[src/rtl/cas_pkg.sv]
package cas_pkg;
  localparam int OFF_W = 5;

  typedef struct packed {
    logic             wrap;
    logic             rsvd;
    logic             hi_half;
    logic [OFF_W-1:0] offset;
  } route_ent_t;

  typedef enum logic [2:0] {
    ST_IDLE,
    ST_TBL_RD,
    ST_TBL_WAIT,
    ST_CAS_WAIT,
    ST_NIB
  } walk_st_e;
endpackage

[src/rtl/cas_entry_decode.sv]
module cas_entry_decode
  import cas_pkg::*;
#(
  parameter int ESF_MAX_OFF = 23
) (
  input  logic [7:0]       raw_i,
  input  logic             e1_mode_i,
  output logic             wrap_o,
  output logic             hi_half_o,
  output logic [OFF_W-1:0] offset_o,
  output logic             off_bad_o
);
  localparam int E1_MAX_OFF = (1 << OFF_W) - 1;

  route_ent_t ent;
  assign ent       = route_ent_t'(raw_i);
  assign wrap_o    = ent.wrap;
  assign hi_half_o = ent.hi_half;
  assign offset_o  = ent.offset;
  // offset limit depends on framing; reserved bit deliberately unused
  always_comb begin
    if (e1_mode_i) off_bad_o = (int'(ent.offset) > E1_MAX_OFF);
    else           off_bad_o = (int'(ent.offset) > ESF_MAX_OFF);
  end
endmodule

[src/rtl/cas_walk_ctrl.sv]
module cas_walk_ctrl
  import cas_pkg::*;
#(
  parameter int TRK_W       = 2,
  parameter int TBL_AW      = 5,
  parameter int OVR_W       = 8,
  parameter int ESF_MAX_OFF = 23
) (
  input  logic                    clk,
  input  logic                    rst_n,
  input  logic                    eosf_i,
  input  logic [TRK_W-1:0]        trunk_i,
  input  logic                    e1_mode_i,
  input  logic                    drain_busy_i,
  output logic                    tbl_rd_o,
  output logic [TRK_W+TBL_AW-1:0] tbl_addr_o,
  input  logic [7:0]              tbl_data_i,
  output logic                    cas_rd_o,
  output logic [TRK_W+OFF_W-1:0]  cas_addr_o,
  input  logic [7:0]              cas_data_i,
  output logic                    nib_vld_o,
  output logic [3:0]              nib_o,
  output logic                    nib_last_o,
  input  logic                    nib_rdy_i,
  output logic                    walking_o,
  output logic                    offset_err_o,
  output logic [OVR_W-1:0]        overrun_cnt_o
);
  localparam logic [TBL_AW-1:0] IDX_MAX = {TBL_AW{1'b1}};
  localparam logic [OVR_W-1:0]  OVR_SAT = {OVR_W{1'b1}};

  walk_st_e          st_q;
  logic [TRK_W-1:0]  trunk_q;
  logic              e1_q;
  logic [TBL_AW-1:0] idx_q;
  logic              half_q;
  logic              last_q;
  logic [3:0]        nib_q;
  logic              err_q;
  logic [OVR_W-1:0]  ovr_q;

  logic             d_wrap, d_hi, d_bad;
  logic [OFF_W-1:0] d_off;

  cas_entry_decode #(.ESF_MAX_OFF(ESF_MAX_OFF)) u_dec (
    .raw_i    (tbl_data_i),
    .e1_mode_i(e1_q),
    .wrap_o   (d_wrap),
    .hi_half_o(d_hi),
    .offset_o (d_off),
    .off_bad_o(d_bad)
  );

  logic start, busy_any;
  assign busy_any = (st_q != ST_IDLE) || drain_busy_i;
  assign start    = eosf_i && !busy_any;

  assign tbl_rd_o   = (st_q == ST_TBL_RD);
  assign tbl_addr_o = {trunk_q, idx_q};
  assign cas_rd_o   = (st_q == ST_TBL_WAIT) && !d_bad;
  assign cas_addr_o = {trunk_q, d_off};
  assign nib_vld_o  = (st_q == ST_NIB);
  assign nib_o      = nib_q;
  assign nib_last_o = last_q;
  assign walking_o  = (st_q != ST_IDLE);
  assign offset_err_o  = err_q;
  assign overrun_cnt_o = ovr_q;

  always_ff @(posedge clk or negedge rst_n) begin
    if (!rst_n) begin
      st_q    <= ST_IDLE;
      trunk_q <= '0;
      e1_q    <= 1'b0;
      idx_q   <= '0;
      half_q  <= 1'b0;
      last_q  <= 1'b0;
      nib_q   <= '0;
      err_q   <= 1'b0;
      ovr_q   <= '0;
    end else begin
      if (eosf_i && busy_any && ovr_q != OVR_SAT) ovr_q <= ovr_q + 1'b1;
      unique case (st_q)
        ST_IDLE: if (start) begin
          trunk_q <= trunk_i;
          e1_q    <= e1_mode_i;
          idx_q   <= '0;
          st_q    <= ST_TBL_RD;
        end
        ST_TBL_RD: st_q <= ST_TBL_WAIT;
        ST_TBL_WAIT: begin
          last_q <= d_wrap || (idx_q == IDX_MAX);
          half_q <= d_hi;
          if (d_bad) begin
            nib_q <= 4'h0;
            err_q <= 1'b1;
            st_q  <= ST_NIB;
          end else begin
            st_q  <= ST_CAS_WAIT;
          end
        end
        ST_CAS_WAIT: begin
          nib_q <= half_q ? cas_data_i[7:4] : cas_data_i[3:0];
          st_q  <= ST_NIB;
        end
        ST_NIB: if (nib_rdy_i) begin
          if (last_q) st_q <= ST_IDLE;
          else begin
            idx_q <= idx_q + 1'b1;
            st_q  <= ST_TBL_RD;
          end
        end
        default: st_q <= ST_IDLE;
      endcase
    end
  end
endmodule

[src/rtl/cas_byte_pack.sv]
module cas_byte_pack (
  input  logic       clk,
  input  logic       rst_n,
  input  logic       nib_vld_i,
  input  logic [3:0] nib_i,
  input  logic       nib_last_i,
  output logic       nib_rdy_o,
  output logic       out_valid_o,
  output logic [7:0] out_data_o,
  output logic       out_last_o,
  input  logic       out_ready_i
);
  logic       have_hi_q;
  logic [3:0] hi_q;
  logic       ovld_q;
  logic [7:0] odata_q;
  logic       olast_q;

  assign nib_rdy_o   = !ovld_q || out_ready_i;
  assign out_valid_o = ovld_q;
  assign out_data_o  = odata_q;
  assign out_last_o  = olast_q;

  always_ff @(posedge clk or negedge rst_n) begin
    if (!rst_n) begin
      have_hi_q <= 1'b0;
      hi_q      <= '0;
      ovld_q    <= 1'b0;
      odata_q   <= '0;
      olast_q   <= 1'b0;
    end else begin
      if (ovld_q && out_ready_i) begin
        ovld_q  <= 1'b0;
        olast_q <= 1'b0;
      end
      if (nib_vld_i && nib_rdy_o) begin
        if (have_hi_q) begin
          ovld_q    <= 1'b1;
          odata_q   <= {hi_q, nib_i};
          olast_q   <= nib_last_i;
          have_hi_q <= 1'b0;
        end else if (nib_last_i) begin
          ovld_q  <= 1'b1;
          odata_q <= {nib_i, 4'h0};
          olast_q <= 1'b1;
        end else begin
          hi_q      <= nib_i;
          have_hi_q <= 1'b1;
        end
      end
    end
  end
endmodule

[src/rtl/cas_nibble_packer.sv]
module cas_nibble_packer #(
  parameter int NUM_TRUNKS  = 4,
  parameter int TBL_AW      = 5,
  parameter int OVR_W       = 8,
  parameter int ESF_MAX_OFF = 23,
  localparam int TRK_W      = (NUM_TRUNKS > 1) ? $clog2(NUM_TRUNKS) : 1,
  localparam int CAS_AW     = TRK_W + cas_pkg::OFF_W
) (
  input  logic                    clk,
  input  logic                    rst_n,
  input  logic                    eosf_i,
  input  logic [TRK_W-1:0]        trunk_i,
  input  logic                    e1_mode_i,
  output logic                    tbl_rd_o,
  output logic [TRK_W+TBL_AW-1:0] tbl_addr_o,
  input  logic [7:0]              tbl_data_i,
  output logic                    cas_rd_o,
  output logic [CAS_AW-1:0]       cas_addr_o,
  input  logic [7:0]              cas_data_i,
  output logic                    sig_valid_o,
  output logic [7:0]              sig_data_o,
  output logic                    sig_last_o,
  input  logic                    sig_ready_i,
  output logic                    busy_o,
  output logic                    offset_err_o,
  output logic [OVR_W-1:0]        overrun_cnt_o
);
  logic       nib_vld, nib_last, nib_rdy, walking;
  logic [3:0] nib;

  cas_walk_ctrl #(
    .TRK_W(TRK_W), .TBL_AW(TBL_AW), .OVR_W(OVR_W), .ESF_MAX_OFF(ESF_MAX_OFF)
  ) u_walk (
    .clk          (clk),
    .rst_n        (rst_n),
    .eosf_i       (eosf_i),
    .trunk_i      (trunk_i),
    .e1_mode_i    (e1_mode_i),
    .drain_busy_i (sig_valid_o),
    .tbl_rd_o     (tbl_rd_o),
    .tbl_addr_o   (tbl_addr_o),
    .tbl_data_i   (tbl_data_i),
    .cas_rd_o     (cas_rd_o),
    .cas_addr_o   (cas_addr_o),
    .cas_data_i   (cas_data_i),
    .nib_vld_o    (nib_vld),
    .nib_o        (nib),
    .nib_last_o   (nib_last),
    .nib_rdy_i    (nib_rdy),
    .walking_o    (walking),
    .offset_err_o (offset_err_o),
    .overrun_cnt_o(overrun_cnt_o)
  );

  cas_byte_pack u_pack (
    .clk        (clk),
    .rst_n      (rst_n),
    .nib_vld_i  (nib_vld),
    .nib_i      (nib),
    .nib_last_i (nib_last),
    .nib_rdy_o  (nib_rdy),
    .out_valid_o(sig_valid_o),
    .out_data_o (sig_data_o),
    .out_last_o (sig_last_o),
    .out_ready_i(sig_ready_i)
  );

  assign busy_o = walking || sig_valid_o;
endmodule

[config.mk]
export PLATFORM = sky130hd
export DESIGN_NAME = cas_nibble_packer
export DESIGN_NICKNAME = d
export VERILOG_FILES = /design/src/rtl/cas_pkg.sv /design/src/rtl/cas_entry_decode.sv /design/src/rtl/cas_walk_ctrl.sv /design/src/rtl/cas_byte_pack.sv /design/src/rtl/cas_nibble_packer.sv
export SDC_FILE = /design/constraint.sdc
export NUM_CORES = 1
export LEC_CHECK = 0
export CAP_MARGIN = 5
export CORE_MARGIN = 4
export CORE_UTILIZATION = 33
export CTS_CLUSTER_DIAMETER = 120
export CTS_CLUSTER_SIZE = 12
export DETAILED_ROUTE_END_ITERATION = 10
export PLACE_DENSITY = 0.67
export SYNTH_ARGS = -nofsm -noshare
export SYNTH_HDL_FRONTEND = slang
export SYNTH_SLANG_ARGS = --single-unit
export TNS_END_PERCENT = 50
[constraint.sdc]
create_clock -name clk -period 4.16 [get_ports clk]
set_input_delay 0.624 -clock clk [delete_from_list [all_inputs] [get_ports clk]]
set_output_delay 0.624 -clock clk [all_outputs]
set_load 0.01 [all_outputs]
Word-level counts from Yosys, hierarchy flattened
Cells that the tools add are included.
W data, S select, Z words.

operators by class
  $add $sub $neg = 2
  $lt $le $gt $ge = 1
  equal/unequal tests = 10
  mux-type cells = 25
  bitwise gates (word level) = 2
  reduce and logical (&&, ||, !) cells = 24

operators with widths
  operator               count
  $mux W8                2
  $mux W5                3
  $pmux W3 S5            1
  $mux W1                12
  $pmux W5 S2            1
  $reduce_and A2 Y1      5
  $mux W3                3
  $add A8 B1 Y8 const B  1
  $mux W4                2
  $ne A8 B8 Y1 const B   1
  $pmux W4 S2            1
  $eq A3 B2 Y1 const B   2
  $logic_and A1 B1 Y1    6
  $reduce_bool A2 Y1     3
  $add A5 B1 Y5 const B  1
  $eq A5 B5 Y1 const B   1
  $gt A5 B5 Y1 const B   1
  $ne A2 B1 Y1 const B   2
  $ne A2 B2 Y1 const B   2
  $reduce_and A4 Y1      1
  $eq A3 B1 Y1 const B   1
  $eq A3 B3 Y1 const B   1
  $logic_not A1 Y1       3
  $logic_not A3 Y1       1
  4 further kinds        7

storage, ports and cells
  bits in registers = 41
  input bits = 23
  output and inout port bits = 36
  word-level logic and storage cells = 78

Depth between registers and ports, before layout
Gate-level depths: netlist of the first run.

  depth after elaboration = 6
  mapped depth = 5
  gate-level depth less buffers = 5

By module
A second synthesis of the first run with hierarchy kept.

second synthesis, totals
  cells, all modules = 182
  area total of the unflattened synthesis = 2,133.3 sq um

by module, submodules not included
  module             instances  cells an instance  area an instance (sq um)  sequential area each (sq um)
  cas_walk_ctrl      1          129                1,387.6                   650.6
  cas_byte_pack      1          44                 678.2                     375.4
  cas_entry_decode   1          8                  61.3                      0.0
  cas_nibble_packer  1          1                  6.3                       0.0

Worst setup path before layout of the first run
Ideal clock, no wire load.

  path type = register to output
  from = reg u_walk.st_q[2]
  to = out cas_rd_o
  data arrival time = 1.166 ns
  required time = 3.536 ns
  slack = 2.370 ns
  cell stages (with the launch flop) = 5
  path buffers = 1
  path through = dfrtp_1 > buf_2 > nor3b_1 > nand2b_1 > inv_1

between the ends
  longest elaborated chain between the ends = 2

ends and longest elaborated chain
  item                      RTL line                 text
  start: declaration        cas_walk_ctrl.sv:32      walk_st_e st_q;
  start signal: assignment  cas_walk_ctrl.sv:71      st_q <= ST_IDLE;
  start signal: assignment  cas_walk_ctrl.sv:87      st_q <= ST_TBL_RD;
  start signal: assignment  cas_walk_ctrl.sv:89      ST_TBL_RD: st_q <= ST_TBL_WAIT;
  $eq A3 B2 Y1              cas_walk_ctrl.sv:60      assign cas_rd_o = (st_q == ST_TBL_WAIT) && !d_bad;
  $logic_and A1 B1 Y1       cas_walk_ctrl.sv:60
  end: declaration          cas_nibble_packer.sv:17  output logic cas_rd_o,

No other way between the ends.

Worst setup path in the final report of the first run
Ends and elaborated chain as after synthesis.

==> impl_metrics.json, run 1 <==
{
  "status": "finished clean",
  "worst-slew-pin-transition_ps": 894,
  "required_ps": 3540,
  "min_period_ps": 2790,
  "cts_tree": "done",
  "finClkSkew_ps": 8.77,
  "finalCritPeriodShare_pct": 67.1,
  "p_seq_share_pct": 41.9,
  "grt_overflow": 0,
  "hold_viol": 0,
  "syn_inst": 178,
  "synth-main-ff-cell": "dfrtp_1",
  "rsz0062_at_grt": "no",
  "synth_edf_count": 0,
  "p_sw_mw": 0.631,
  "worstSetupPathType": "flip-flop to output port",
  "cts.sinks": 41,
  "setup_violations": 0,
  "grt_pass1_wl_um": 7010,
  "firstDrtPassIters": 4,
  "worst-path-max-fanout": 12,
  "cts_buffer_depth": 2,
  "core_area_um2": 5890,
  "drt_iter0_markers": 49,
  "clkTransAtPathRegs_ps": 80,
  "p_comb_share_pct": 42.3,
  "routed_wl_um": 4140,
  "grtUsageTotal_pct": 11.8,
  "hold_class": "input port to async pin",
  "holdBufCountCts": 0,
  "drive_gt1_share_pct": 13.7,
  "cts_setup_buffers": 0,
  "r2r_cells": 4,
  "leakagePower_nw": 1.16,
  "io_pins": 59,
  "antenna_found_initial": 0,
  "ctsResizeCount": 0,
  "wl_per_cell_um": 13.7,
  "final_cell_mix": "clkdlybuf4s50_1, dfrtp_1, nand2_1",
  "final-max-slew-violation-count": 0,
  "num_antenna_cells": 0,
  "gp_congestion": 0.787,
  "initial_core_util_pct": 34.0,
  "max_freq_mhz": 358,
  "vdd_drop_max_v": 0.000356,
  "p_int_mw": 1.12,
  "area_growth_pct": 31.0,
  "die-height_um": 85.9,
  "async_flop_share_pct": 100,
  "fin_util_pct": 44.5,
  "holdWs_ps": 449,
  "h-tree-depth": 2,
  "drc_errors": 0,
  "netSwitchingFraction_pct": 36.1,
  "clkLatencyLatePin_ps": 290,
  "fin_setup_tns_ps": 0,
  "p_per_area_nw_per_um2": 667,
  "grt_pass1_vias": 1552,
  "r2r-start": "u_walk.st_q[2]",
  "startpoint_type": "flip-flop",
  "cts-root-buf": "clkbuf_8",
  "via_per_inst": 4.94,
  "pwr-share-clk_pct": 15.8,
  "timing.reg2reg.setup_slack_ps": 2360,
  "die_w_um": 85.9,
  "relSlewSlack_pct": 40.4,
  "avgSynthCellArea_um2": 11.2,
  "cts_buffers": 5,
  "layout_commonest_cell": "clkdlybuf4s50_1",
  "num_vias": 1486,
  "port_buffers": 51,
  "max_cap_violations": 0,
  "die_area_um2": 7370,
  "yosysWarnings": 0,
  "r2r-end": "u_pack.hi_q[2]",
  "ys_types": 47,
  "nets": 251,
  "grt_start_max_net_pins": 42,
  "synth_seq_cells": 41,
  "syn-cell-area_um2": 2000,
  "arrival_ps": 2170,
  "dp_hpwl_um": 3130,
  "row_count": 28,
  "yosysSeqAreaShare_pct": 51.3,
  "end_kind": "output port",
  "syn_nets": 204,
  "ant_nets": 0
}
[critical path, cell delays in order, from the launching register on]
cell and delay [ps]:
dfrtp_1 530, nor3b_1 560, nand2b_1 140, inv_1 100, clkdlybuf4s50_1 540
[sequential cells by signal, indices dropped and copies added (netlist names)]
signal,cells
u_pack.have_hi_q,1
u_pack.hi_q,4
u_pack.out_data_o,8
u_pack.out_last_o,1
u_pack.out_valid_o,1
u_walk.e1_q,1
u_walk.half_q,1
u_walk.idx_q,5
u_walk.nib_last_o,1
u_walk.nib_o,4
u_walk.offset_err_o,1
u_walk.overrun_cnt_o,8
u_walk.st_q,3
u_walk.trunk_q,2
[kinds of logic (layout without fill, tap and decap cells)]
logic type | after synthesis | after routing | share of synthesized area (%)
adder cells (fa/ha/maj) | 3 | 3 | 1.88
flip-flops | 41 | 41 | 51.3
AO/OA/AOI/OAI | 39 | 39 | 13.4
AND/OR/NAND/NOR | 62 | 62 | 18.3
XOR/XNOR | 3 | 3 | 1.31
multiplexers | 16 | 16 | 9.44
buffers and inverters | 14 | 62 | 4.38
[layout make-up]
type,count,area (um2)
clock buffer,6,82.6
clock inverter,2,13.8
fill,589,3270
inverter,3,11.3
multi-input combinational,123,887
sequential,41,1030
tap,75,93.8
timing repair buffer,51,505
[per-layer routing]
layer	track usage [%]	up-vias	wire (um)
met2	19.6	46	1910
met5	0	-	0
met4	4.32	0	65
met1	14.4	701	1880
li1	-	730	-
met3	3.55	9	278
[power by group through the flow]
| stage | sequential (mW) | combinational, mW | clock, mW |
|---|---|---|---|
| after floorplan | 0.711 | 0.463 | 0 |
| after global placement | 0.740 | 0.735 | 0 |
| after detailed placement | 0.742 | 0.751 | 0 |
| after CTS | 0.737 | 0.755 | 0.284 |
| after global routing | 0.767 | 0.814 | 0.299 |
| final | 0.732 | 0.740 | 0.276 |
[synth_stat cells (5+ instances only)]
master,number,area (um2)
buf_4,7,52.6
o21ai_0,10,50.1
nand3_1,9,45.0
mux2i_1,5,50.1
dfrtp_1,41,1030
mux2_2,6,67.6
nor2_1,7,26.3
a22o_1,5,43.8
o22ai_1,6,37.5
a21oi_1,7,35.0
nand2_1,15,56.3
[how the worst max path moves through the flow]
| stage | startpoint | end | slack [ps] | depth (start not counted) |
|---|---|---|---|---|
| floorplan | u_walk.st_q[2] | cas_rd_o | 2370 | 4 |
| global placement | tbl_data_i[3] | cas_rd_o | 1500 | 5 |
| detailed placement | tbl_data_i[3] | cas_rd_o | 1480 | 5 |
| CTS | u_walk.st_q[2] | cas_rd_o | 1320 | 4 |
| global route | u_walk.st_q[2] | cas_rd_o | 1170 | 4 |
| finish | u_walk.st_q[2] | cas_rd_o | 1370 | 4 |
[through the flow]
step	area [um2]	total power [mW]	cells	setup slack (ps)
floorplan	2000	1.17	178	2370
global route	2620	1.88	301	1170
CTS	2620	1.78	301	1320
global placement	2520	1.48	293	1500
detailed placement	2520	1.49	293	1480
finish	2620	1.75	301	1370
Power figures use the tool's default switching activity.
==> run 2: changes to the inputs <==
--- a/config.mk
+++ b/config.mk
@@ -11,7 +11,7 @@
 export CTS_CLUSTER_DIAMETER = 120
 export CTS_CLUSTER_SIZE = 12
 export DETAILED_ROUTE_END_ITERATION = 10
-export PLACE_DENSITY = 0.67
+export PLACE_DENSITY = 0.7
 export SYNTH_ARGS = -nofsm -noshare
 export SYNTH_HDL_FRONTEND = slang
 export SYNTH_SLANG_ARGS = --single-unit
==> constraint.sdc (replaced) <==
create_clock -name clk -period 2.4 [get_ports clk]
set_input_delay 0.36 -clock clk [delete_from_list [all_inputs] [get_ports clk]]
set_output_delay 0.36 -clock clk [all_outputs]
set_load 0.01 [all_outputs]
==> run 2 against run 1 <==
Count of clock-buffer cells in the layout shrank 1. Non-clock buffer count grew 1. Global-route usage grew 0.17 points. Hold slack lost 260 ps. Utilization grew 0.40 points. Wire length grew 0.27%. Via count grew 2.6%. Clock power grew 100%. Flip-flop and latch count is the same. Clock skew shrank 0.84 ps. Register-to-register slack lost 1800 ps. Combinational power grew 74%. Critical endpoint is now busy_o.
==> impl_metrics.json, run 2 (synthesis gave the netlist of run 1 again) <==
{
  "status": "finished clean",
  "dp_hpwl_um": 3140,
  "rsz0062_at_grt": "no",
  "p_per_area_nw_per_um2": 1180,
  "num_antenna_cells": 0,
  "fin_setup_tns_ps": 0,
  "h-tree-depth": 2,
  "leakagePower_nw": 1.17,
  "holdBufCountCts": 0,
  "area_growth_pct": 32.1,
  "die_area_um2": 7370,
  "max_cap_violations": 0,
  "die_w_um": 85.9,
  "wl_per_cell_um": 13.7,
  "min_period_ps": 2230,
  "clkLatencyLatePin_ps": 290,
  "grtUsageTotal_pct": 12.0,
  "worst-path-max-fanout": 9,
  "fillers": 567,
  "cts-root-buf": "clkbuf_8",
  "drt_iter0_markers": 64,
  "grt_pass1_wl_um": 6960,
  "gp_congestion": 0.733,
  "worstSetupPathType": "flip-flop to output port",
  "relSlewSlack_pct": 39.7,
  "setup_violations": 0,
  "final_cell_mix": "clkdlybuf4s50_1, dfrtp_1, nand2_1",
  "ant_nets": 0,
  "io_pins": 59,
  "cp_cell_sequence": "or4_4, clkdlybuf4s50_1",
  "drive_gt1_share_pct": 14.1,
  "grt_pass1_vias": 1452,
  "hold_class": "input port to async pin",
  "via_per_inst": 5.05,
  "ctsResizeCount": 0,
  "place_area_um2": 2530,
  "routed_wl_um": 4150,
  "startpoint_type": "flip-flop",
  "grt_overflow": 0,
  "hold_viol": 0,
  "required_ps": 2040,
  "finalCritPeriodShare_pct": 93.0,
  "arrival_ps": 1870,
  "final-max-slew-violation-count": 0,
  "initial_core_util_pct": 34.0,
  "cts_buffers": 5,
  "row_count": 28,
  "num_vias": 1524,
  "vdd_drop_max_v": 0.000552,
  "end_kind": "output port",
  "port_buffers": 51,
  "nets": 252,
  "finClkSkew_ps": 7.93,
  "max_freq_mhz": 448,
  "critPathMaxStageDelay_ps": 590,
  "final_area_um2": 2640,
  "clkTransAtPathRegs_ps": 80,
  "worst-slew-pin-transition_ps": 904,
  "cts_setup_buffers": 0,
  "slowest_stage": "or4_4",
  "cts.sinks": 41,
  "die-height_um": 85.9,
  "firstDrtPassIters": 4,
  "core_area_um2": 5890,
  "antenna_found_initial": 0,
  "grt_start_max_net_pins": 42,
  "cts_tree": "done",
  "cts_buffer_depth": 2,
  "drc_errors": 0,
  "layout_commonest_cell": "clkdlybuf4s50_1"
}
run 2: cell count changes in the layout (fill, tap and decap cells not counted), sizes merged:
cell,change
clkinv,-1
buf,+1
bufinv,+1
inv,+1
clkbuf,-1
run 2: worst paths after layout:
kind / from / to / slack [ps] / depth (start not counted)
worst min register to register: u_walk.offset_err_o / u_walk.offset_err_o / 470 / 1
worst max register to register: u_walk.st_q[2] / u_pack.hi_q[2] / 600 / 4
max in group asynchronous: rst_n / u_walk.overrun_cnt_o[3] / 1650 / 1
worst max-delay path: u_walk.st_q[0] / busy_o / 170 / 2
worst min-delay path: rst_n / u_pack.out_data_o[0] / 190 / 1
min in group clk: u_walk.offset_err_o / u_walk.offset_err_o / 470 / 1
run 2: where the power goes:
part           internal (mW)  switching (mW)  leakage, nW
Sequential             0.957           0.324        0.523
Clock                  0.312           0.245       0.0585
Combinational          0.757           0.534        0.590
run 2: per-stage QoR:
step,util [%],hold WS (ps),std cells,power (mW),setup slack [ps]
finish,44.9,191,302,3.13,168
global route,44.9,260,302,3.37,66.5
CTS,44.9,219,302,3.17,150
detailed placement,43.0,448,294,2.60,294
global placement,43.0,448,294,2.57,289
floorplan,-,64.4,178,2.03,685
run 2: metal layers:
metal / wire, um / track usage [%] / vias up
met1: 1860 / 15.2 / 730
met4: 19 / 3.02 / 0
li1: - / - / 736
met2: 1990 / 19.5 / 56
met3: 282 / 4.13 / 2
met5: 0 / 0 / -
run 2: critical path: cells and delay by family, from the launching register on:
kind,cells,cell delay [ps]
and+or+nand+nor,1,590
DFF,1,500
buffers and inverters,1,490
run 2: cell type report:
type / count / area (um2) / area share [%]
well taps: 75 / 93.8 / 3.55
repair buffers: 52 / 513 / 19.4
multi-input cells: 123 / 887 / 33.6
clock inverters: 3 / 43.8 / 1.66
flip-flops and latches: 41 / 1030 / 38.8
clock buffers: 5 / 68.8 / 2.60
inverters: 3 / 11.3 / 0.426
==> run 3: changes to the inputs <==
--- a/config.mk
+++ b/config.mk
@@ -5,14 +5,16 @@
 export SDC_FILE = /design/constraint.sdc
 export NUM_CORES = 1
 export LEC_CHECK = 0
+export ABC_AREA = 1
 export CAP_MARGIN = 5
 export CORE_MARGIN = 4
 export CORE_UTILIZATION = 33
 export CTS_CLUSTER_DIAMETER = 120
 export CTS_CLUSTER_SIZE = 12
 export DETAILED_ROUTE_END_ITERATION = 10
-export PLACE_DENSITY = 0.7
+export PLACE_DENSITY = 0.68
 export SYNTH_ARGS = -nofsm -noshare
 export SYNTH_HDL_FRONTEND = slang
+export SYNTH_HIERARCHICAL = 1
 export SYNTH_SLANG_ARGS = --single-unit
 export TNS_END_PERCENT = 50
==> run 3 against run 2 <==
Fmax up 2.8%. Utilization down 0.81 points. Worst setup slack better by 60 ps. Flip-flop and latch count unchanged. Global-route usage up 0.25 points. Critical endpoint is now cas_rd_o.
==> impl_metrics.json, run 3 <==
{
  "status": "finished clean",
  "h-tree-depth": 2,
  "final-max-slew-violation-count": 0,
  "arrival_ps": 1810,
  "holdWs_ps": 188,
  "yosysMostFrequentCell": "nand2_1",
  "fillers": 631,
  "syn_inst": 274,
  "avgSynthCellArea_um2": 8.13,
  "io_pins": 59,
  "final_area_um2": 2850,
  "initial_core_util_pct": 34.5,
  "relSlewSlack_pct": 40.0,
  "synth_top_area_cell": "dfrtp_1",
  "gp_congestion": 0.796,
  "cp_cell_sequence": "nor3_4, nand2_1, inv_1, clkdlybuf4s50_1",
  "grtUsageTotal_pct": 12.2,
  "finalCritPeriodShare_pct": 90.5,
  "final_cell_mix": "nand2_1, clkdlybuf4s50_1, dfrtp_1",
  "dp_slack_ps": 326,
  "r2r-end": "u_pack/out_data_o[4]",
  "row_count": 29,
  "rsz0062_at_grt": "no",
  "ctsResizeCount": 0,
  "timing.reg2reg.setup_slack_ps": 780,
  "yosysWarnings": 6,
  "startpoint_type": "flip-flop",
  "worst-slew-pin-transition_ps": 900,
  "syn-cell-area_um2": 2230,
  "holdBufCountCts": 0,
  "grt_pass1_wl_um": 8310,
  "fin_setup_tns_ps": 0,
  "yosys-top-cells-area": "dfrtp_1, nand2_1, inv_1, nand4_1, o21ai_0",
  "firstDrtPassIters": 4,
  "layout_commonest_cell": "nand2_1",
  "p_int_mw": 1.86,
  "clkTransAtPathRegs_ps": 80,
  "port_buffers": 51,
  "p_per_area_nw_per_um2": 1080,
  "setup_violations": 0,
  "die-height_um": 90.2,
  "p_comb_share_pct": 42.8,
  "p_seq_share_pct": 38.3,
  "end_kind": "output port",
  "hold_class": "input port to async pin",
  "via_per_inst": 4.60,
  "nets": 346,
  "area_growth_pct": 27.8,
  "grt_pass1_vias": 1847,
  "leakagePower_nw": 1.43,
  "antenna_found_initial": 0,
  "hold_viol": 0,
  "finClkSkew_ps": 9.25,
  "clkLatencyLatePin_ps": 290,
  "ys_types": 30,
  "die_area_um2": 8130,
  "die_w_um": 90.2,
  "crit_family": "buffers and inverters",
  "async_flop_share_pct": 100,
  "cts_buffers": 5,
  "r2r_cells": 7,
  "num_vias": 1832,
  "p_sw_mw": 1.21,
  "final.setup.worst_slack_ps": 228,
  "max_cap_violations": 0,
  "worst-path-max-fanout": 7,
  "synth_common_cells": "nand2_1, dfrtp_1, inv_1, o21ai_0, nand4_1",
  "cts_buffer_depth": 2,
  "timing.critical_path.from": "u_walk/st_q[0]",
  "dp_hpwl_um": 3480,
  "cts.sinks": 41,
  "worstSetupPathType": "flip-flop to output port",
  "num_antenna_cells": 0,
  "max_freq_mhz": 460,
  "drt_iter0_markers": 96,
  "critPathMaxStageDelay_ps": 560,
  "synth_edf_count": 0,
  "slowest_stage": "clkdlybuf4s50_1",
  "critPathBufInv": 2,
  "cts-root-buf": "clkbuf_8",
  "required_ps": 2040,
  "pwr-share-clk_pct": 18.9,
  "place_area_um2": 2730,
  "drc_errors": 0,
  "grt_start_max_net_pins": 42,
  "cts_tree": "done",
  "wl_per_cell_um": 11.6,
  "ant_nets": 0,
  "crit_end": "cas_rd_o",
  "routed_wl_um": 4610,
  "cts_setup_buffers": 0,
  "crit_cells": 4,
  "r2r-start": "u_walk/st_q[0]",
  "fin_util_pct": 44.1,
  "netSwitchingFraction_pct": 39.4,
  "yosysSeqAreaShare_pct": 46.0,
  "drive_gt1_share_pct": 12.5,
  "grt_overflow": 0,
  "syn_nets": 300,
  "synth.top_cell.area_share_pct": 46.0,
  "synth_seq_cells": 41,
  "core_area_um2": 6460,
  "min_period_ps": 2170,
  "synth-main-ff-cell": "dfrtp_1",
  "vdd_drop_max_v": 0.000484
}
run 3: changes by cell type after synthesis, moves of 4 or more:
cell / change
a21oi_1: -6
a22o_1: -5
inv_1: +22
inv_2: +7
mux2_2: -6
mux2_4: -4
mux2i_1: -5
nand2_1: +86
nand2b_1: -4
nand4_1: +10
o21ai_0: +6
o22ai_1: -6
or2_2: +4
run 3: power by group through the flow:
stage | Clock [mW] | Sequential, mW | Combinational, mW
after detailed placement | 0 | 1.19 | 1.33
after global routing | 0.624 | 1.22 | 1.48
final | 0.578 | 1.17 | 1.31
after global placement | 0 | 1.19 | 1.31
after CTS | 0.601 | 1.18 | 1.33
after floorplan | 0 | 1.18 | 0.829
run 3: stage by stage:
| step | instances | power (mW) |
|---|---|---|
| after detailed placement | 390 | 2.52 |
| after global routing | 398 | 3.33 |
| after global placement | 390 | 2.49 |
| after floorplan | 274 | 2.01 |
| after CTS | 398 | 3.11 |
| final | 398 | 3.06 |
run 3: area by class of cell:
type | count | area [um2] | share of cell area (%)
Tap cell | 77 | 96.3 | 3.38
Inverter | 32 | 120 | 4.22
Timing Repair Buffer | 51 | 505 | 17.7
Multi-Input combinational cell | 189 | 981 | 34.4
Clock buffer | 6 | 82.6 | 2.90
Clock inverter | 2 | 37.5 | 1.32
Sequential cell | 41 | 1030 | 36.0
run 3: how the worst min path moves through the flow:
stage / start / to / slack, ps
after floorplan: rst_n / u_pack/have_hi_q / 60
after detailed placement: u_pack/out_data_o[2] / u_pack/out_data_o[2] / 460
after CTS: rst_n / u_pack/out_data_o[0] / 220
after global placement: u_pack/out_data_o[3] / u_pack/out_data_o[3] / 450
after global routing: rst_n / u_pack/out_data_o[0] / 280
final: rst_n / u_pack/out_data_o[0] / 190
run 3: logic make-up (layout without fill, tap and decap cells):
kind of cell	after synthesis	in the layout	share of synthesized area, %
flops	41	41	46.0
fa+ha+maj	3	3	1.68
simple gates	157	157	33.8
xor+xnor	5	5	1.97
buf+inv	44	91	9.94
compound gates	24	24	6.57
run 3: layer usage:
layer,vias up,wire (um),track usage (%)
li1,954,-,-
met1,831,2180,15.5
met2,42,2100,19.8
met3,5,261,3.67
met4,0,61,4.21
met5,-,0,0
run 3: worst register-to-register path: cells and delay by family (launching register included):
kind / cells / cell delay (ps)
and+or+nand+nor: 4 / 480
AOI/OAI and AO/OA: 1 / 190
buffers and inverters: 2 / 440
DFF: 1 / 440
